--- src/rtl/csa_pkg.sv ---
package csa_pkg;
    // Default geometry of the adder
    localparam int unsigned CSA_WIDTH = 64;
    localparam int unsigned CSA_SLICE = 8;

    // Operation select encoding on sub_mode
    typedef enum logic {
        OP_ADD = 1'b0,
        OP_SUB = 1'b1
    } csa_op_e;

    // Per-slice summary handed to the block-carry chain
    typedef struct packed {
        logic gen;   // slice produces a carry with carry-in 0
        logic prop;  // slice passes an incoming carry through
    } csa_gp_t;
endpackage

--- src/rtl/csa_operand_cond.sv ---
// Operand conditioning: inverts the second operand and injects the
// initial carry when subtracting.
module csa_operand_cond
    import csa_pkg::*;
#(
    parameter int unsigned WIDTH = CSA_WIDTH
) (
    input  logic [WIDTH-1:0] op_b,
    input  logic             sub_mode,
    output logic [WIDTH-1:0] op_b_cond,
    output logic             carry_inj
);
    csa_op_e op;

    always_comb begin
        op = csa_op_e'(sub_mode);
        unique case (op)
            OP_ADD: begin
                op_b_cond = op_b;
                carry_inj = 1'b0;
            end
            OP_SUB: begin
                op_b_cond = ~op_b;
                carry_inj = 1'b1;
            end
            default: begin
                op_b_cond = op_b;
                carry_inj = 1'b0;
            end
        endcase
    end
endmodule

--- src/rtl/csa_slice.sv ---
// One slice: bit generate/propagate, then two carry vectors (carry-in 0
// and carry-in 1) resolved two bit positions per step, and the two
// candidate sums.
module csa_slice
    import csa_pkg::*;
#(
    parameter int unsigned SLICE = CSA_SLICE
) (
    input  logic [SLICE-1:0] sl_a,
    input  logic [SLICE-1:0] sl_b,
    output logic [SLICE-1:0] sum_c0,
    output logic [SLICE-1:0] sum_c1,
    output csa_gp_t          gp
);
    logic [SLICE-1:0] bit_g;
    logic [SLICE-1:0] bit_p;
    logic [SLICE:0]   cv0;
    logic [SLICE:0]   cv1;

    // Preliminary stage
    assign bit_g = sl_a & sl_b;
    assign bit_p = sl_a ^ sl_b;

    // Conditional carry stage, two positions per step
    always_comb begin
        logic pair_g;
        logic pair_p;
        pair_g = 1'b0;
        pair_p = 1'b0;
        cv0    = '0;
        cv1    = '0;
        cv1[0] = 1'b1;
        for (int k = 0; k < int'(SLICE); k += 2) begin
            cv0[k+1] = bit_g[k] | (bit_p[k] & cv0[k]);
            cv1[k+1] = bit_g[k] | (bit_p[k] & cv1[k]);
            if (k + 1 < int'(SLICE)) begin
                pair_g   = bit_g[k+1] | (bit_p[k+1] & bit_g[k]);
                pair_p   = bit_p[k+1] & bit_p[k];
                cv0[k+2] = pair_g | (pair_p & cv0[k]);
                cv1[k+2] = pair_g | (pair_p & cv1[k]);
            end
        end
    end

    // Conditional sum stage
    assign sum_c0  = bit_p ^ cv0[SLICE-1:0];
    assign sum_c1  = bit_p ^ cv1[SLICE-1:0];
    assign gp.gen  = cv0[SLICE];
    assign gp.prop = &bit_p;

    // the carry-in-1 candidate is one above the carry-in-0 candidate
    always_comb begin
        a_r5_cand_step: assert (sum_c1 == SLICE'(sum_c0 + 1'b1))
            else $error("slice candidates differ by other than one");
    end

    // a slice cannot both generate and fully propagate
    always_comb begin
        a_r3_gp_exclusive: assert (!(gp.gen && gp.prop))
            else $error("slice generate and propagate both set");
    end
endmodule

--- src/rtl/csa_block_chain.sv ---
// Block-carry chain: resolves the carry into each slice from the slice
// generate/propagate pairs, two slices per step.
module csa_block_chain
    import csa_pkg::*;
#(
    parameter int unsigned NSL = CSA_WIDTH / CSA_SLICE
) (
    input  csa_gp_t [NSL-1:0] gp_in,
    input  logic              carry_in,
    output logic [NSL:0]      blk_carry
);
    always_comb begin
        logic grp_g;
        logic grp_p;
        grp_g        = 1'b0;
        grp_p        = 1'b0;
        blk_carry    = '0;
        blk_carry[0] = carry_in;
        for (int k = 0; k < int'(NSL); k += 2) begin
            blk_carry[k+1] = gp_in[k].gen | (gp_in[k].prop & blk_carry[k]);
            if (k + 1 < int'(NSL)) begin
                grp_g = gp_in[k+1].gen | (gp_in[k+1].prop & gp_in[k].gen);
                grp_p = gp_in[k+1].prop & gp_in[k].prop;
                blk_carry[k+2] = grp_g | (grp_p & blk_carry[k]);
            end
        end
    end

    // when every slice propagates, the injected carry reaches the top
    always_comb begin
        logic all_prop;
        all_prop = 1'b1;
        for (int k = 0; k < int'(NSL); k++) begin
            all_prop = all_prop & gp_in[k].prop;
        end
        if (all_prop) begin
            a_r4_full_propagate: assert (blk_carry[NSL] == carry_in)
                else $error("carry lost across propagating slices");
        end
    end
endmodule

--- src/rtl/csa_adder.sv ---
module csa_adder
    import csa_pkg::*;
#(
    parameter int unsigned WIDTH = CSA_WIDTH,
    parameter int unsigned SLICE = CSA_SLICE
) (
    input  logic [WIDTH-1:0] in_a,
    input  logic [WIDTH-1:0] in_b,
    input  logic             sub_mode,
    output logic [WIDTH-1:0] result,
    output logic             carry_out
);
    localparam int unsigned NSL = WIDTH / SLICE;

    logic [WIDTH-1:0] b_cond;
    logic             c_inj;
    logic [WIDTH-1:0] cand0;
    logic [WIDTH-1:0] cand1;
    csa_gp_t [NSL-1:0] slice_gp;
    logic [NSL:0]     bcarry;

    csa_operand_cond #(.WIDTH(WIDTH)) u_cond (
        .op_b      (in_b),
        .sub_mode  (sub_mode),
        .op_b_cond (b_cond),
        .carry_inj (c_inj)
    );

    for (genvar s = 0; s < NSL; s++) begin : g_slice
        csa_slice #(.SLICE(SLICE)) u_slice (
            .sl_a   (in_a  [s*SLICE +: SLICE]),
            .sl_b   (b_cond[s*SLICE +: SLICE]),
            .sum_c0 (cand0 [s*SLICE +: SLICE]),
            .sum_c1 (cand1 [s*SLICE +: SLICE]),
            .gp     (slice_gp[s])
        );
        // Late block carry picks the slice result
        assign result[s*SLICE +: SLICE] =
            bcarry[s] ? cand1[s*SLICE +: SLICE] : cand0[s*SLICE +: SLICE];
    end

    csa_block_chain #(.NSL(NSL)) u_chain (
        .gp_in     (slice_gp),
        .carry_in  (c_inj),
        .blk_carry (bcarry)
    );

    assign carry_out = bcarry[NSL];

    // ports agree with arithmetic on the raw operands
    always_comb begin
        if (sub_mode == 1'b0) begin
            a_r1_add_value: assert ({carry_out, result} == ({1'b0, in_a} + {1'b0, in_b}))
                else $error("add result mismatch");
        end else begin
            a_r2_sub_value: assert ((result == WIDTH'(in_a - in_b)) && (carry_out == (in_a >= in_b)))
                else $error("subtract result mismatch");
        end
    end
endmodule

--- config.mk ---
export PLATFORM = sky130hd
export DESIGN_NAME = csa_adder
export DESIGN_NICKNAME = d
export VERILOG_FILES = /design/src/rtl/csa_pkg.sv /design/src/rtl/csa_operand_cond.sv /design/src/rtl/csa_slice.sv /design/src/rtl/csa_block_chain.sv /design/src/rtl/csa_adder.sv
export SDC_FILE = /design/constraint.sdc
export NUM_CORES = 1
export LEC_CHECK = 0
export BUFFER_PORTS_ARGS = -buffer_cell sky130_fd_sc_hd__buf_2
export CAP_MARGIN = 5
export CORE_UTILIZATION = 48
export DETAILED_ROUTE_END_ITERATION = 10
export PLACE_DENSITY_LB_ADDON = 0.08
export REMOVE_ABC_BUFFERS = 1
export SYNTH_ARGS = -nofsm -noshare
export SYNTH_HDL_FRONTEND = slang
export SYNTH_SLANG_ARGS = --single-unit
--- constraint.sdc ---
create_clock -name vclk -period 7.7
set_input_delay 1.54 -clock vclk [all_inputs]
set_output_delay 1.54 -clock vclk [all_outputs]
set_load 0.02 [all_outputs]
# Word level (Yosys, flattened, before mapping)
# Index checks and enable logic that the tools add are counted.
# op_classes
mux	10
bitwise	350
reduce_logical	8
# op_table
op	n
$xor 8x8->8	24
$and 1x1->1	168
$or 1x1->1	148
$pmux 64 s2	1
$and 8x8->8	8
$mux 8	8
$not 64->64	1
$reduce_and 8->1	8
$pmux 1 s2	1
$not 1->1	1
# word_totals
register_bits	0
input_bits	129
out_inout_bits	65

# Longest topological paths before layout
# logic_depth
depth_word	21
depth_mapped	15
depth_no_buf	13

# Hierarchy
# Synthesis repeated with hierarchy kept, for this count alone.
# unflattened
cells_unflattened	523
hier_area_um2	5376.4
# by_module_without_submodules
module	n_inst	cells_per_inst	area_each_um2	seq_area_each_um2
csa_slice (g_slice[3].u_slice ...)	4	45	439.2	0.0
csa_slice (g_slice[0].u_slice ...)	3	46	442.9	0.0
csa_adder	1	72	1051.0	0.0
csa_operand_cond	1	72	669.4	0.0
csa_slice (g_slice[7].u_slice)	1	46	450.4	0.0
csa_block_chain	1	15	120.1	0.0

# Worst setup path before layout
# Ideal clock, no wire load.
# synth_path
path_kind	in2out
startpoint	input port sub_mode
endpoint	output port result[59]
t_arrival_ps	4970
slack_ps	1190
cell_stages	14
path_buffers	2
cell_sequence	clkbuf_1 -> buf_1 -> xor2_1 -> ha_1 -> and4_1 -> o2111ai_1 -> o21bai_1 -> a211oi_2 -> o21ai_1 -> a21boi_0 -> nor2_1 -> o21ba_2 -> fa_1 -> xnor2_1
# synth_between
elab_chain_cells	21
word_cells_on_any_way	173
classes_between	mux (3); bitwise (163); reduce/logical (7)
# synth_rtl
element	line_no	source
from (decl)	csa_adder.sv:9	input logic sub_mode,
$not 1->1	csa_operand_cond.sv:17	unique case (op)
$pmux 64 s2	csa_operand_cond.sv:17	
$xor 8x8->8 / $and 8x8->8 (equally long branches)	csa_slice.sv:22, csa_slice.sv:21	
$and 1x1->1	csa_slice.sv:37	pair_g = bit_g[k+1] | (bit_p[k+1] & bit_g[k]);
$or 1x1->1	csa_slice.sv:37	
$and 1x1->1	csa_slice.sv:39	cv0[k+2] = pair_g | (pair_p & cv0[k]);
$or 1x1->1	csa_slice.sv:39	
$and 1x1->1	csa_slice.sv:39	
(+5 left out)	-	
$or 1x1->1	csa_block_chain.sv:24	blk_carry[k+2] = grp_g | (grp_p & blk_carry[k]);
$and 1x1->1	csa_block_chain.sv:24	
$or 1x1->1	csa_block_chain.sv:24	
$and 1x1->1	csa_block_chain.sv:24	
$or 1x1->1	csa_block_chain.sv:24	
$and 1x1->1	csa_block_chain.sv:20	blk_carry[k+1] = gp_in[k].gen | (gp_in[k].prop & blk_carry[k]);
$or 1x1->1	csa_block_chain.sv:20	
$mux 8 *	csa_adder.sv:39	bcarry[s] ? cand1[s*SLICE +: SLICE] : cand0[s*SLICE +: SLICE];
to (decl)	csa_adder.sv:10	output logic [WIDTH-1:0] result,
# Mark *: on every way between the ends. The rest lies on a longest branch, timed or not.

# Final worst setup path
# layout_path
startpoint	input port sub_mode
endpoint	output port result[30]
# layout_between
elab_chain_cells	17
word_cells_on_any_way	93
classes_between	mux (3); bitwise (87); reduce/logical (3)
# layout_rtl
element	line_no	source
$not 1->1	csa_operand_cond.sv:17	
$pmux 64 s2	csa_operand_cond.sv:17	
$xor 8x8->8 / $and 8x8->8 (equally long branches)	csa_slice.sv:22, csa_slice.sv:21	
$and 1x1->1	csa_slice.sv:37	
$or 1x1->1	csa_slice.sv:37	
$and 1x1->1	csa_slice.sv:39	
$or 1x1->1	csa_slice.sv:39	
$and 1x1->1	csa_slice.sv:39	
$or 1x1->1	csa_slice.sv:39	
$and 1x1->1	csa_slice.sv:39	
$or 1x1->1	csa_slice.sv:39	
$and 1x1->1	csa_block_chain.sv:22	grp_g = gp_in[k+1].gen | (gp_in[k+1].prop & gp_in[k].gen);
$or 1x1->1	csa_block_chain.sv:22	
$or 1x1->1	csa_block_chain.sv:24	
$and 1x1->1	csa_block_chain.sv:20	
$or 1x1->1	csa_block_chain.sv:20	
$mux 8 *	csa_adder.sv:39	
# Marks and branches as above.

==> results.py <==
metrics = {
    "critical_path": {
        "cp.arrival_ns": 5.22,
        "timing_worst_setup_path_type": "in2out",
        "worstPathBufferInverterCount": 3,
        "crit_fanout": 43,
        "slowest_delay_ns": 0.61,
        "cp_common_cell": "a21oi_1",
        "crit_chain": "buf_4, xor2_1, ha_1, a21oi_1, o21ai_1, a221oi_1, a211oi_1, a21oi_1, o21ba_2, o21bai_1, a21oi_1, fa_1, inv_1, buf_2",
        "crit_required_ns": 6.16,
        "end_kind": "primary output",
        "crit_slowest_cell": "a221oi_1",
        "crit_family": "compound AO/OA/AOI/OAI gates",
        "start_kind": "primary input",
    },
    "power": {
        "pwr_density_cell_mw_per_mm2": 141,
        "swShare": 0.600,
        "intPower_uw": 271,
        "pwr-share-comb": 1.000,
        "ir_drop_v": 0.0000802,
        "power_switching_uw": 407,
        "finalPower_uw": 678,
        "p_seq_frac": 0,
        "leakage_uw": 0.00275,
        "p_clk_frac": 0,
    },
    "synthesis": {
        "mappedNetlistArea_mm2": 0.00371,
        "yosys.area.top_type_share": 0.239,
        "synth_cells": 464,
        "synth_top_area_cell": "ha_1",
        "netlist_top_cells_area": "ha_1, xor2_1, fa_1",
        "synth_most_common_cell": "inv_1",
        "yosys-top-cells-count": "inv_1, xor2_1, ha_1",
        "synth_warnings": 0,
        "synth_seq_area_share": 0,
        "syn_avg_cell_area_um2": 8.00,
        "netlist-cell-type-count": 46,
    },
    "detailed_routing": {
        "via_count": 3802,
        "routed_wl_um": 9410,
        "drt-initial-drc-count": 58,
        "ant_nets": 0,
        "via_per_inst": 5.05,
        "post_drt_wl_per_cell_um": 12.5,
        "first_pass_iters": 4,
        "drc_errors": 0,
    },
    "timing": {
        "fmax_ghz": 0.148,
        "drv_slew": 0,
        "fin_crit_sh": 0.877,
        "rsz0062_at_grt": "false",
        "relSlewSlack": 0.533,
        "hold_viol": 0,
        "finalSetupViolations": 0,
        "final.min_clock_period_ns": 6.76,
        "tightest_slew_ns": 0.700,
        "setup_tns_ns": 0,
    },
    "grt": {
        "antenna_found_initial": 0,
        "grt_pass1_wl_um": 15600,
        "grt-ovfl-total": 0,
        "gr-usage-all-layers": 0.223,
        "grt_pass1_vias": 3763,
        "grt_max_degree": 44,
    },
    "cts": {
        "post_cts_buffers": 0,
        "cts_resized": 0,
        "cts_hold_buffers": 0,
    },
    "floorplan": {
        "die_area_mm2": 0.00808,
        "row_count": 31,
        "die_y_um": 89.9,
        "die_w_um": 89.9,
        "ios": 194,
        "core_area_mm2": 0.00737,
        "start_util": 0.503,
    },
    "layout": {
        "syn_to_final_growth_pct": 29.5,
        "drive_above_1_share": 0.318,
        "antenna_cells": 0,
        "nets": 880,
        "clock_buffers": 0,
        "post-route-cell-area_mm2": 0.00480,
        "regArea_um2": 0,
        "seq_cells": 0,
    },
    "placement": {
        "postPlaceCellArea_mm2": 0.00480,
        "gp_congestion": 0.796,
        "io_buffers": 194,
        "place_hpwl_um": 8450,
    },
    "flow_run": {
        "maxCapViolCount": 0,
    },
    "outcome": {
        "outcome": "finished clean",
    },
    "hold_path": {
        "min_path_type": "in2out",
    },
}
final cells by class:
class	instances	area (µm²)
multi-input combinational	381	3400
tap	99	124
timing repair buffer	197	996
inverter	76	285
fill	700	2570
power by group through the flow:
| stage | registers, µW | clock network (µW) | logic [µW] |
|---|---|---|---|
| floorplan | 0 | 0 | 470 |
| global placement | 0 | 0 | 665 |
| detailed placement | 0 | 0 | 680 |
| CTS | 0 | 0 | 684 |
| global route | 0 | 0 | 748 |
| finish | 0 | 0 | 678 |
worst paths after layout:
kind / from / to / slack, ns / cells past startpoint
worst min-delay path: in_a[0] / result[0] / 3.43 / 3
worst max-delay path: sub_mode / result[30] / 0.94 / 14
through the flow:
step	hold WS [ns]	setup slack (ns)	std cells	utilization
finish	3.43	0.945	753	0.652
global placement	3.40	1.04	753	0.652
detailed placement	3.41	0.914	753	0.652
CTS	3.41	0.906	753	0.652
global route	3.43	0.640	753	0.652
floorplan	3.20	1.97	457	-
metal layers:
layer / global-route usage / wire [µm]
met1: 0.256 / 3910
met2: 0.444 / 4830
met3: 0.0296 / 571
met4: 0.0269 / 103
met5: 0 / 0
cells in the final DEF, fill, tap and decap left out, drive strengths merged, types with 3 or more instances in the layout:
master,netlist,routed
a21oi,26,26
and3,4,4
inv,76,76
o21bai,5,5
nand4,7,7
nand2b,7,7
a21o,17,17
xnor2,29,29
o21ba,3,3
o211ai,4,4
nand3,6,6
fa,24,24
mux2i,4,4
buf,4,197
xor2,73,73
nor3,8,8
o21ai,15,15
o21a,3,3
a211oi,9,9
nand2,22,22
nor2,18,18
ha,71,71
logic make-up after synthesis:
logic type	share of synthesized area
compound gates	0.187
fa+ha+maj	0.369
simple gates	0.109
mux	0.0108
xor+xnor	0.241
buf+inv	0.0840
(Power assumes the default switching activity.)
